## src/rtl/cache_pkg.sv

```systemverilog
package cache_pkg;
  typedef enum logic [2:0] {
    S_IDLE,
    S_LOOKUP,
    S_EVICT,
    S_FILL,
    S_WTHRU
  } cstate_t;
endpackage

```

## src/rtl/cache_tag_match.sv

```systemverilog
module cache_tag_match #(
  parameter int LINES = 2,
  parameter int TAG_W = 3,
  parameter int IDX_W = 1
) (
  input  logic [LINES-1:0]       valid,
  input  logic [LINES*TAG_W-1:0] tags,
  input  logic [TAG_W-1:0]       req_tag,
  output logic                   hit,
  output logic [IDX_W-1:0]       hit_idx
);
  logic [LINES-1:0] match;

  genvar g;
  generate
    for (g = 0; g < LINES; g++) begin : g_cmp
      assign match[g] = valid[g] && (tags[g*TAG_W +: TAG_W] == req_tag);
    end
  endgenerate

  always_comb begin
    hit_idx = '0;
    for (int i = LINES - 1; i >= 0; i--) begin
      if (match[i]) hit_idx = IDX_W'(i);
    end
  end

  assign hit = |match;
endmodule

```

## src/rtl/cache_lru.sv

```systemverilog
module cache_lru #(
  parameter int LINES = 2,
  parameter int IDX_W = 1
) (
  input  logic             clk,
  input  logic             rst,
  input  logic             touch,
  input  logic [IDX_W-1:0] touch_idx,
  input  logic [LINES-1:0] valid,
  output logic [IDX_W-1:0] victim_idx
);
  localparam logic [IDX_W-1:0] OLDEST = IDX_W'(LINES - 1);

  logic [IDX_W-1:0] age [LINES];
  logic [IDX_W-1:0] touched_age;

  always_comb begin
    touched_age = '0;
    for (int i = 0; i < LINES; i++) begin
      if (IDX_W'(i) == touch_idx) touched_age = age[i];
    end
  end

  genvar g;
  generate
    for (g = 0; g < LINES; g++) begin : g_age
      always_ff @(posedge clk) begin
        if (rst) begin
          age[g] <= IDX_W'(LINES - 1 - g);
        end else if (touch) begin
          if (IDX_W'(g) == touch_idx) age[g] <= '0;
          else if (age[g] < touched_age) age[g] <= age[g] + IDX_W'(1);
        end
      end
    end
  endgenerate

  always_comb begin
    logic found;
    found      = 1'b0;
    victim_idx = '0;
    for (int i = LINES - 1; i >= 0; i--) begin
      if (age[i] == OLDEST) victim_idx = IDX_W'(i);
    end
    for (int i = LINES - 1; i >= 0; i--) begin
      if (!valid[i]) begin
        victim_idx = IDX_W'(i);
        found      = 1'b1;
      end
    end
    if (found) victim_idx = victim_idx;
  end
endmodule

```

## src/rtl/cache_data_store.sv

```systemverilog
module cache_data_store #(
  parameter int LINES  = 2,
  parameter int IDX_W  = 1,
  parameter int OFF_W  = 1,
  parameter int DATA_W = 8
) (
  input  logic              clk,
  input  logic              we,
  input  logic [IDX_W-1:0]  w_line,
  input  logic [OFF_W-1:0]  w_off,
  input  logic [DATA_W-1:0] w_data,
  input  logic [IDX_W-1:0]  a_line,
  input  logic [OFF_W-1:0]  a_off,
  output logic [DATA_W-1:0] a_data,
  input  logic [IDX_W-1:0]  b_line,
  input  logic [OFF_W-1:0]  b_off,
  output logic [DATA_W-1:0] b_data
);
  localparam int DEPTH = LINES << OFF_W;
  localparam int AW    = IDX_W + OFF_W;

  logic [DATA_W-1:0] mem [DEPTH];

  always_ff @(posedge clk) begin
    if (we) mem[AW'({w_line, w_off})] <= w_data;
  end

  assign a_data = mem[AW'({a_line, a_off})];
  assign b_data = mem[AW'({b_line, b_off})];
endmodule

```

## src/rtl/assoc_cache_ctl.sv

```systemverilog
module assoc_cache_ctl
  import cache_pkg::*;
#(
  parameter int ADDR_W      = 4,
  parameter int DATA_W      = 8,
  parameter int LINES       = 2,
  parameter int BLOCK_BYTES = 2,
  parameter int CNT_W       = 16,
  parameter bit WRITE_BACK  = 1'b1
) (
  input  logic              clk,
  input  logic              rst,
  input  logic              cpu_req,
  input  logic              cpu_we,
  input  logic [ADDR_W-1:0] cpu_addr,
  input  logic [DATA_W-1:0] cpu_wdata,
  output logic              cpu_ready,
  output logic              cpu_done,
  output logic [DATA_W-1:0] cpu_rdata,
  output logic              mem_req,
  output logic              mem_we,
  output logic [ADDR_W-1:0] mem_addr,
  output logic [DATA_W-1:0] mem_wdata,
  input  logic              mem_ack,
  input  logic [DATA_W-1:0] mem_rdata,
  output logic [CNT_W-1:0]  hit_count,
  output logic [CNT_W-1:0]  miss_count
);
  localparam int OFF_W = $clog2(BLOCK_BYTES);
  localparam int TAG_W = ADDR_W - OFF_W;
  localparam int IDX_W = (LINES > 1) ? $clog2(LINES) : 1;
  localparam logic [OFF_W-1:0] LAST_BEAT = OFF_W'(BLOCK_BYTES - 1);
  localparam logic [CNT_W-1:0] CNT_ONE   = CNT_W'(1);

  cstate_t state;

  logic              req_we;
  logic [ADDR_W-1:0] req_addr;
  logic [DATA_W-1:0] req_wdata;
  logic              refilled;
  logic [OFF_W-1:0]  beat;
  logic [IDX_W-1:0]  vict;

  logic [TAG_W-1:0]  tag_q   [LINES];
  logic [LINES-1:0]  valid_q;
  logic [LINES-1:0]  dirty_q;
  logic [LINES*TAG_W-1:0] tags_flat;

  logic [TAG_W-1:0]  req_tag;
  logic [OFF_W-1:0]  req_off;
  logic              hit;
  logic [IDX_W-1:0]  hit_idx;
  logic [IDX_W-1:0]  victim_idx;
  logic              lru_touch;

  logic              d_we;
  logic [IDX_W-1:0]  d_line;
  logic [OFF_W-1:0]  d_off;
  logic [DATA_W-1:0] d_wdata;
  logic [DATA_W-1:0] hit_byte;
  logic [DATA_W-1:0] vict_byte;

  logic              done_q;
  logic [DATA_W-1:0] rdata_q;
  logic [CNT_W-1:0]  hit_q;
  logic [CNT_W-1:0]  miss_q;

  assign req_tag = req_addr[ADDR_W-1:OFF_W];
  assign req_off = req_addr[OFF_W-1:0];

  genvar g;
  generate
    for (g = 0; g < LINES; g++) begin : g_flat
      assign tags_flat[g*TAG_W +: TAG_W] = tag_q[g];
    end
  endgenerate

  cache_tag_match #(.LINES(LINES), .TAG_W(TAG_W), .IDX_W(IDX_W)) u_match (
    .valid   (valid_q),
    .tags    (tags_flat),
    .req_tag (req_tag),
    .hit     (hit),
    .hit_idx (hit_idx)
  );

  assign lru_touch = (state == S_LOOKUP) && hit;

  cache_lru #(.LINES(LINES), .IDX_W(IDX_W)) u_lru (
    .clk        (clk),
    .rst        (rst),
    .touch      (lru_touch),
    .touch_idx  (hit_idx),
    .valid      (valid_q),
    .victim_idx (victim_idx)
  );

  always_comb begin
    d_we    = 1'b0;
    d_line  = hit_idx;
    d_off   = req_off;
    d_wdata = req_wdata;
    if (state == S_LOOKUP && hit && req_we) begin
      d_we = 1'b1;
    end else if (state == S_FILL && mem_ack) begin
      d_we    = 1'b1;
      d_line  = vict;
      d_off   = beat;
      d_wdata = mem_rdata;
    end
  end

  cache_data_store #(
    .LINES(LINES), .IDX_W(IDX_W), .OFF_W(OFF_W), .DATA_W(DATA_W)
  ) u_data (
    .clk    (clk),
    .we     (d_we),
    .w_line (d_line),
    .w_off  (d_off),
    .w_data (d_wdata),
    .a_line (hit_idx),
    .a_off  (req_off),
    .a_data (hit_byte),
    .b_line (vict),
    .b_off  (beat),
    .b_data (vict_byte)
  );

  always_comb begin
    mem_req   = 1'b0;
    mem_we    = 1'b0;
    mem_addr  = req_addr;
    mem_wdata = req_wdata;
    unique case (state)
      S_EVICT: begin
        mem_req   = 1'b1;
        mem_we    = 1'b1;
        mem_addr  = {tag_q[vict], beat};
        mem_wdata = vict_byte;
      end
      S_FILL: begin
        mem_req  = 1'b1;
        mem_addr = {req_tag, beat};
      end
      S_WTHRU: begin
        mem_req = 1'b1;
        mem_we  = 1'b1;
      end
      default: ;
    endcase
  end

  always_ff @(posedge clk) begin
    if (rst) begin
      state     <= S_IDLE;
      req_we    <= 1'b0;
      req_addr  <= '0;
      req_wdata <= '0;
      refilled  <= 1'b0;
      beat      <= '0;
      vict      <= '0;
      valid_q   <= '0;
      dirty_q   <= '0;
      done_q    <= 1'b0;
      rdata_q   <= '0;
      hit_q     <= '0;
      miss_q    <= '0;
      for (int i = 0; i < LINES; i++) tag_q[i] <= '0;
    end else begin
      done_q <= 1'b0;
      unique case (state)
        S_IDLE: begin
          if (cpu_req) begin
            req_we    <= cpu_we;
            req_addr  <= cpu_addr;
            req_wdata <= cpu_wdata;
            refilled  <= 1'b0;
            state     <= S_LOOKUP;
          end
        end
        S_LOOKUP: begin
          if (hit) begin
            if (!refilled) hit_q <= hit_q + CNT_ONE;
            if (req_we) begin
              if (WRITE_BACK) begin
                dirty_q[hit_idx] <= 1'b1;
                done_q           <= 1'b1;
                state            <= S_IDLE;
              end else begin
                state <= S_WTHRU;
              end
            end else begin
              rdata_q <= hit_byte;
              done_q  <= 1'b1;
              state   <= S_IDLE;
            end
          end else begin
            miss_q              <= miss_q + CNT_ONE;
            vict                <= victim_idx;
            beat                <= '0;
            valid_q[victim_idx] <= 1'b0;
            if (WRITE_BACK && valid_q[victim_idx] && dirty_q[victim_idx])
              state <= S_EVICT;
            else
              state <= S_FILL;
          end
        end
        S_EVICT: begin
          if (mem_ack) begin
            beat <= beat + OFF_W'(1);
            if (beat == LAST_BEAT) begin
              beat  <= '0;
              state <= S_FILL;
            end
          end
        end
        S_FILL: begin
          if (mem_ack) begin
            beat <= beat + OFF_W'(1);
            if (beat == LAST_BEAT) begin
              tag_q[vict]   <= req_tag;
              valid_q[vict] <= 1'b1;
              dirty_q[vict] <= 1'b0;
              refilled      <= 1'b1;
              state         <= S_LOOKUP;
            end
          end
        end
        S_WTHRU: begin
          if (mem_ack) begin
            done_q <= 1'b1;
            state  <= S_IDLE;
          end
        end
        default: state <= S_IDLE;
      endcase
    end
  end

  assign cpu_ready  = (state == S_IDLE);
  assign cpu_done   = done_q;
  assign cpu_rdata  = rdata_q;
  assign hit_count  = hit_q;
  assign miss_count = miss_q;
endmodule

```

## config.mk

```make
export PLATFORM = sky130hd
export DESIGN_NAME = assoc_cache_ctl
export DESIGN_NICKNAME = d
export VERILOG_FILES = /design/src/rtl/cache_pkg.sv /design/src/rtl/cache_tag_match.sv /design/src/rtl/cache_lru.sv /design/src/rtl/cache_data_store.sv /design/src/rtl/assoc_cache_ctl.sv
export SDC_FILE = /design/constraint.sdc
export NUM_CORES = 1
export LEC_CHECK = 0
export BUFFER_PORTS_ARGS = -buffer_cell sky130_fd_sc_hd__buf_2
export CAP_MARGIN = 30
export CORE_ASPECT_RATIO = 1.75
export CORE_MARGIN = 5
export CORE_UTILIZATION = 50
export DETAILED_ROUTE_END_ITERATION = 12
export GPL_TIMING_DRIVEN = 1
export PLACE_DENSITY_LB_ADDON = 0.3
export SLEW_MARGIN = 25
export SYNTH_ARGS = -nofsm -noshare
export SYNTH_HDL_FRONTEND = slang
export SYNTH_SLANG_ARGS = --single-unit
```

## constraint.sdc

```tcl
create_clock -name clk -period 2.3 [get_ports clk]
set_clock_uncertainty 0.15 [all_clocks]
set_input_delay 0.115 -clock clk [delete_from_list [all_inputs] [get_ports clk]]
set_output_delay 0.115 -clock clk [all_outputs]
set_load 0.01 [all_outputs]
```

==> results of run 1 <==
[state kept, by name, summed over array words and instances (netlist names), 4 cells and up, named ones only]
register    cells
u_data.mem     32
hit_count      16
miss_count     16
cpu_rdata       8
req_wdata       8
tag_q           6
req_addr        4
[cell usage in the layout, fill, tap and decap left out, drive strengths merged, types with 8 or more instances in the layout]
cell	synthesis	routed
buf	5	110
nand2	78	78
dfxtp	64	64
nor2	40	40
edfxtp	40	40
a21oi	34	34
dlygate4sd3	0	21
xnor2	17	17
mux4	16	16
nor2b	15	15
nand3	15	15
o21ai	12	12
clkbuf	24	11
mux2	10	10
a22o	9	9
or4	9	9
nand2b	8	8
and2	8	8
[critical path: cells and delay by family (launching register included)]
family | cells | cell delay (ns)
simple gates | 3 | 1.24
flops | 1 | 0.42
xor+xnor | 1 | 0.16
compound gates | 1 | 0.14
[routing by layer]
layer  track usage, %  routed length (microns)  up-vias
li1                 -                        -     1930
met1             21.6                     4490     1895
met2             38.8                     6610      110
met3             4.11                      613       20
met4             8.76                      346        0
met5                0                        0        -
[power groups by stage]
stage               clock network, mW  registers, mW  logic (mW)
floorplan                           0           2.02       0.243
global placement                    0           2.03       0.370
detailed placement                  0           2.03       0.377
CTS                              1.73           1.99       0.408
global route                     1.80           2.00       0.447
finish                           1.71           1.99       0.405
[final cells by class]
class / count / area (sq um) / share of cell area, %
multi-input combinational: 335 / 2220 / 36.7
inverter: 5 / 18.8 / 0.310
clock buffer: 11 / 254 / 4.20
timing repair buffer: 131 / 836 / 13.8
tap: 122 / 153 / 2.52
clock inverter: 5 / 86.3 / 1.43
sequential: 104 / 2480 / 41.0
[logic make-up (layout without fill, tap and decap cells)]
kind of cell	count (synthesis)	in the layout
muxes	32	32
xor gates and xnor gates	21	21
and+or+nand+nor	202	202
DFF	104	104
AOI/OAI and AO/OA	78	78
buffers and inverters	34	152
adders and majority gates	2	2
[worst paths after layout]
| check | start | endpoint | slack (ns) | depth (start not counted) |
|---|---|---|---|---|
| max reg2reg | tag_q[0][1] | miss_count[11] | 0.12 | 5 |
| max | tag_q[0][1] | miss_count[11] | 0.12 | 5 |
| min reg2reg | dirty_q[0] | dirty_q[0] | 0.34 | 2 |
| min | mem_ack | state[1] | 0.02 | 4 |
[through the flow]
step,power [mW],hold slack (ns),std cells,setup WS (ns)
after floorplan,2.26,0.101,473,-0.0770
after global placement,2.40,0.205,676,0.112
after detailed placement,2.41,0.212,676,0.0508
after CTS,4.13,0.00806,713,0.0367
after global routing,4.24,0.0260,713,-0.0552
final,4.10,0.0209,713,0.121
[repair_timing]
| action | in CTS | in global routing |
|---|---|---|
| gates resized for setup | 0 | 3 |
| setup endpoints to repair | 0 | 13 |
| endpoints found under the hold margin | 45 | 0 |
| hold buffers | 21 | 0 |
==> parameters.txt, run 1 <==
Parameter                              Value

Outcome
  Result of the run    finished, final reports clean

Synth
  Fraction of the mapped netlist area in adder cells    less than 1%
  Main synth FF type    sky130_fd_sc_hd__dfxtp_1
  Netlist area before placement    just under 5000 sq um
  Yosys synthesis warning count    0
  Leading post-synthesis cells by cell area    sky130_fd_sc_hd__dfxtp_1, sky130_fd_sc_hd__edfxtp_1, sky130_fd_sc_hd__mux4_2, sky130_fd_sc_hd__nand2_1, sky130_fd_sc_hd__a21oi_1
  Post-synth cell types    44
  Post-synthesis instance total    473
  Number of synthesized register bits    approximately 100
  Simple-gate share of the synthesized area    a little over 20%
  Post-synthesis sequential area ratio    between 50% and 60%
  Number of nets produced by synthesis    500
  Synth area leader    sky130_fd_sc_hd__dfxtp_1
  EDFF count, synth    40
  Most frequent cells after synthesis    sky130_fd_sc_hd__nand2_1, sky130_fd_sc_hd__dfxtp_1, sky130_fd_sc_hd__edfxtp_1, sky130_fd_sc_hd__nor2_1, sky130_fd_sc_hd__a21oi_1
  Fraction of synthesized cell area in xor and xnor cells    approximately 3.8%
  Fraction of the mapped netlist area in compound gates    about a tenth
  Proportion of synthesized area in mux cells    between 10 and 15%
  Mean area per synthesized cell    10.2 sq um
  Fraction of post-synthesis cell area in the top cell type by area    about a quarter
  Share of flip-flops with an asynchronous set or reset    0%
  Largest family of logic cells by synthesized area    simple AND/OR/NAND/NOR gates
  Most frequently used cell type in the post-synthesis netlist    sky130_fd_sc_hd__nand2_1

Worst setup path
  Worst path arrival time    ~2.3 ns
  WP data required    2.43 ns
  Critical path class    flop to flop
  Critical-path top delay cell    sky130_fd_sc_hd__or4_4
  Max FO, Critical Path    12
  Cells traversed along the worst timing path    xnor2_1 -> and4_4 -> or4_4 -> or4_1 -> a21oi_1
  Crit path capture type    flop
  Delay of the slowest cell on the worst path    between 0.5 and 0.6 ns
  Startpoint types    flop

STA
  Setup repair after global routing missed its margin    true
  Total setup violations reported at the end of the flow    0
  Sum Neg Setup Slack    0 ns
  Final critical path time including I/O delays and setup    2.18 ns
  Highest clock frequency the design can meet    ~0.46 GHz
  Total count of hold-check failures in the final report    0
  Worst rel slew slack    approximately three fifths
  Worst Tran Pin Value    0.560 ns
  Final number of max-transition violations    0
  Part of the cycle the worst path needs    between 90 and 100%

Routing
  Final antenna-violating net count    0
  Drt first-iter violations    roughly 180
  WL final    between 10000 and 15000 microns
  Number of vias per cell    5.55
  Average detailed-routed wire length per instance    about 17 microns
  Drt drc    0
  Drt pass-1 iters    4
  Number of vias in the routed layout    slightly below 4000

Die
  Die Area    ~12000 sq um
  Die Y    around 140 microns
  Horizontal die dimension    ~84 microns
  Number of placed I/O pins    just over 80
  Initial core utilization    approximately half
  Site row count    47
  Core Box Area    ~9500 sq um

Pwr
  Sw Ratio    22.8%
  Relative contribution of the clock network to total power    41.6%
  Peak ir drop on the vdd network    about 0.65 mV
  Cell area power density    roughly 680 nW/um^2
  Pleak    2.36 nW
  Combinational share of power    roughly a tenth
  Net Switching    0.936 mW
  Proportion of power drawn by flip-flops and latches    48.5%
  Internal cell power    around 3.2 mW

Place
  Weighted congestion reported at the end of routability-driven placement    0.834
  Placed cell areas    ~5500 sq um
  HPWL after detailed placement    approximately 9000 microns
  Port-buffer cells    80

Clocking
  Clk pin slew, worst setup/hold paths    ~0.07 ns
  Root buf cell    sky130_fd_sc_hd__clkbuf_16
  Source-to-sink clock delay at the later pin of the worst-skew pair    ~0.34 ns
  Clock sinks    between 100 and 150
  Buffers inserted during post-CTS setup optimization    0
  Clock tree from TritonCTS    built
  Maximum number of buffers from clock root to sink    2
  TritonCTS buffer count    9
  CTS H-tree depth    3

Cells and area
  Fill count    between 700 and 800
  Nets    between 600 and 700
  Final cell area excluding filler cells    6050 sq um
  Ratio of cells with drive above 1 in the final layout    27.1%
  Layout-stage area growth over the synthesis result    25.0%
  Layout Utilization    between 60% and 70%
  Number of antenna cells inserted    0

GRT
  Number of global-route vias before repair    around 3900
  Number of antenna violations at the first check in global routing    0
  Global-route wire length before repair    between 15000 and 20000 microns
  Global Route Usage Sum    20.5%
  Overflow after GRT    0
  Pin count of the biggest net entering global routing    36

Worst hold path
  Hold/Removal Path Class    input pin to flop

Run
  Max-cap violation count    0
(Power assumes the default switching activity.)
==> run 2, diff against run 1 <==
--- a/config.mk
+++ b/config.mk
@@ -11,7 +11,7 @@
 export CORE_MARGIN = 5
 export CORE_UTILIZATION = 50
 export DETAILED_ROUTE_END_ITERATION = 12
-export GPL_TIMING_DRIVEN = 1
+export GPL_TIMING_DRIVEN = 0
 export PLACE_DENSITY_LB_ADDON = 0.3
 export SLEW_MARGIN = 25
 export SYNTH_ARGS = -nofsm -noshare
==> run 2 against run 1 <==
Compared with the run above: design area grew 1.8%; critical endpoint is now miss_count[15]; critical path type unchanged; clock power down 8%; die area unchanged; highest routed layer unchanged.
==> parameters.txt, run 2 (synthesis results as in run 1) <==
Parameter                              Value

Outcome
  Result of the run    finished, final reports clean

Place
  Number of placed instances, taps included    674 (-0.30%)
  HPWL after detailed placement    9310 microns (+5.2%)
  Port-buffer cells    79 (-1.3%)
  Placed cell areas    5390 sq um (-1.9%)
  Weighted congestion reported at the end of routability-driven placement    0.837 (+0.35%)
  Setup Slack @ Placement    -0.892 ns (-0.942 ns)

Clocking
  Clock sinks    104 (unchanged)
  TritonCTS buffer count    9 (unchanged)
  Clk pin slew, worst setup/hold paths    0.07 ns (about the same)
  Root buf cell    sky130_fd_sc_hd__clkbuf_16
  Source-to-sink clock delay at the later pin of the worst-skew pair    0.35 ns (about the same)
  Clock tree from TritonCTS    built
  Maximum number of buffers from clock root to sink    2 (unchanged)
  CTS H-tree depth    3 (unchanged)

STA
  Part of the cycle the worst path needs    99.1% (+4.4 points)
  Worst path setup slack after routing    0.0206 ns (-0.101 ns)
  Final critical path time including I/O delays and setup    2.28 ns (+0.101 ns)
  Total setup violations reported at the end of the flow    0 (unchanged)
  Sum Neg Setup Slack    0 ns (unchanged)
  Total count of hold-check failures in the final report    0 (unchanged)
  Highest clock frequency the design can meet    0.439 GHz (-4.4%)
  Worst rel slew slack    58.4% (-3.3 points)
  Setup repair after global routing missed its margin    true
  Final number of max-transition violations    0 (unchanged)
  Worst Tran Pin Value    0.624 ns (+0.0637 ns)

Pwr
  Net Switching    0.992 mW (+6.0%)
  Combinational share of power    10.3% (+0.4 points)
  Peak ir drop on the vdd network    0.487 mV (-26%)
  Sw Ratio    24.8% (+2.0 points)
  Relative contribution of the clock network to total power    39.6% (-2.0 points)
  Total design power    4.00 mW (-2.6%)
  Internal cell power    3.00 mW (-5.1%)
  Cell area power density    649 nW/um^2 (-4.3%)
  Pleak    2.37 nW (+0.47%)
  Proportion of power drawn by flip-flops and latches    50.1% (+1.6 points)

Routing
  Number of vias per cell    5.68 (+2.4%)
  Drt drc    0 (unchanged)
  Average detailed-routed wire length per instance    18.1 microns (+7.2%)
  Final antenna-violating net count    0 (unchanged)
  Drt first-iter violations    247 (+39%)
  Number of vias in the routed layout    4084 (+3.3%)
  Drt pass-1 iters    4 (unchanged)
  WL final    13000 microns (+8.1%)

Cells and area
  Non-filler cells, final    719 (+0.84%)
  Ratio of cells with drive above 1 in the final layout    28.8% (+1.7 points)
  Multi-input gate area in the final layout    2330 sq um (+4.7%)
  Fill count    750 (-4.8%)
  Number of antenna cells inserted    0 (unchanged)
  Commonest non-fill, non-tap cell in the layout    sky130_fd_sc_hd__buf_2
  Nets    619 (+0.98%)
  Number of flip-flops under the largest register name    32 (unchanged)
  Commonest cells after routing, fill and taps aside    sky130_fd_sc_hd__buf_2, sky130_fd_sc_hd__nand2_1, sky130_fd_sc_hd__dfxtp_1
  Register containing the most flip-flops in the final layout    u_data.mem
  Area used by sequential logic in the layout    2490 sq um (+0.30%)
  Layout-stage area growth over the synthesis result    27.2%
  Final cell area excluding filler cells    6160 sq um (+1.8%)

Worst setup path
  Max FO, Critical Path    9 (-3)
  Startpoint types    flop
  Crit path capture type    flop
  Cell family with the largest share of critical-path delay    simple AND/OR/NAND/NOR gates
  Count of buffering cells on the critical path with inverters included    2 (+2)
  Critical path class    flop to flop
  Worst path arrival time    2.37 ns (+0.06 ns)
  Cells traversed along the worst timing path    xnor2_1 -> and4_1 -> buf_6 -> or4_4 -> buf_8 -> nor4_4 -> mux2_4
  Critical-path top delay cell    sky130_fd_sc_hd__or4_4
  WP data required    2.39 ns (-0.04 ns)
  Delay of the slowest cell on the worst path    0.45 ns (-0.14 ns)

Die
  Die Y    140 microns (unchanged)
  Die Area    11800 sq um (unchanged)
  Horizontal die dimension    84.4 microns (unchanged)
  Initial core utilization    51.2% (unchanged)
  Core Box Area    9470 sq um (unchanged)
  Number of placed I/O pins    81 (unchanged)
  Site row count    47 (unchanged)

Worst hold path
  Hold/Removal Path Class    input pin to flop

GRT
  Global-route wire length before repair    20900 microns (+8.5%)
  Global Route Usage Sum    22.3% (+1.7 points)
  Pin count of the biggest net entering global routing    19 (-47%)
  Overflow after GRT    0 (unchanged)
  Number of global-route vias before repair    4147 (+6.4%)
  Number of antenna violations at the first check in global routing    0 (unchanged)

Run
  Max-cap violation count    0 (unchanged)
[run 2: changes by cell type in the layout (fill, tap and decap cells not counted), sizes merged]
cell	previous run	this run
bufinv	2	1
clkinv	2	1
buf	110	95
dlygate4sd3	21	22
inv	6	9
clkbuf	11	30
[run 2: layout make-up]
| cell class | count | share of cell area [%] |
|---|---|---|
| clock inverters | 6 | 1.20 |
| clock buffers | 10 | 3.74 |
| plain buffers | 26 | 2.44 |
| flip-flops and latches | 104 | 40.5 |
| inverters | 5 | 0.305 |
| repair buffers | 111 | 11.6 |
| multi-input cells | 335 | 37.8 |
| well taps | 122 | 2.48 |
[run 2: repair_timing]
item | CTS | global route
setup buffers | 10 | 0
pin swaps | 6 | 0
hold buffers | 22 | 0
gates resized for setup | 35 | 20
setup endpoints to repair | 81 | 42
hold endpoints to repair | 47 | 0
[run 2: worst paths after layout]
kind          startpoint             end  slack [ns]  cells past startpoint
max          tag_q[0][1]  miss_count[15]        0.02                      7
min              cpu_req    req_wdata[2]        0.03                      4
max reg2reg  tag_q[0][1]  miss_count[15]        0.02                      7
min reg2reg   dirty_q[1]      dirty_q[1]        0.33                      2
[run 2: routing by layer]
metal / share of wire [%] / global-route usage, % / vias up
met5: 0 / 0 / -
met4: 2.4 / 7.92 / 0
met3: 5.1 / 3.70 / 18
met2: 56 / 43.9 / 139
met1: 36 / 23.0 / 1987
li1: - / - / 1940
[run 2: power by group through the flow]
stage / Clock (mW) / Sequential [mW] / Combinational (mW)
floorplan: 0 / 2.02 / 0.243
global placement: 0 / 2.03 / 0.357
detailed placement: 0 / 2.03 / 0.367
CTS: 1.60 / 2.00 / 0.403
global route: 1.68 / 2.01 / 0.448
finish: 1.58 / 2.00 / 0.410
[run 2: worst min-delay path, cell delays in order]
cell,delay [ns]
sky130_fd_sc_hd__buf_2,0.10
sky130_fd_sc_hd__nand2_1,0.12
sky130_fd_sc_hd__nand2_1,0.09
sky130_fd_sc_hd__a21oi_1,0.06
[run 2: stage by stage]
step / hold WS [ns] / util, %
after floorplan: 0.101 / -
after global placement: 0.207 / 56.9
after detailed placement: 0.216 / 56.9
after CTS: 0.0198 / 64.5
after global routing: 0.0429 / 65.0
final: 0.0306 / 65.0
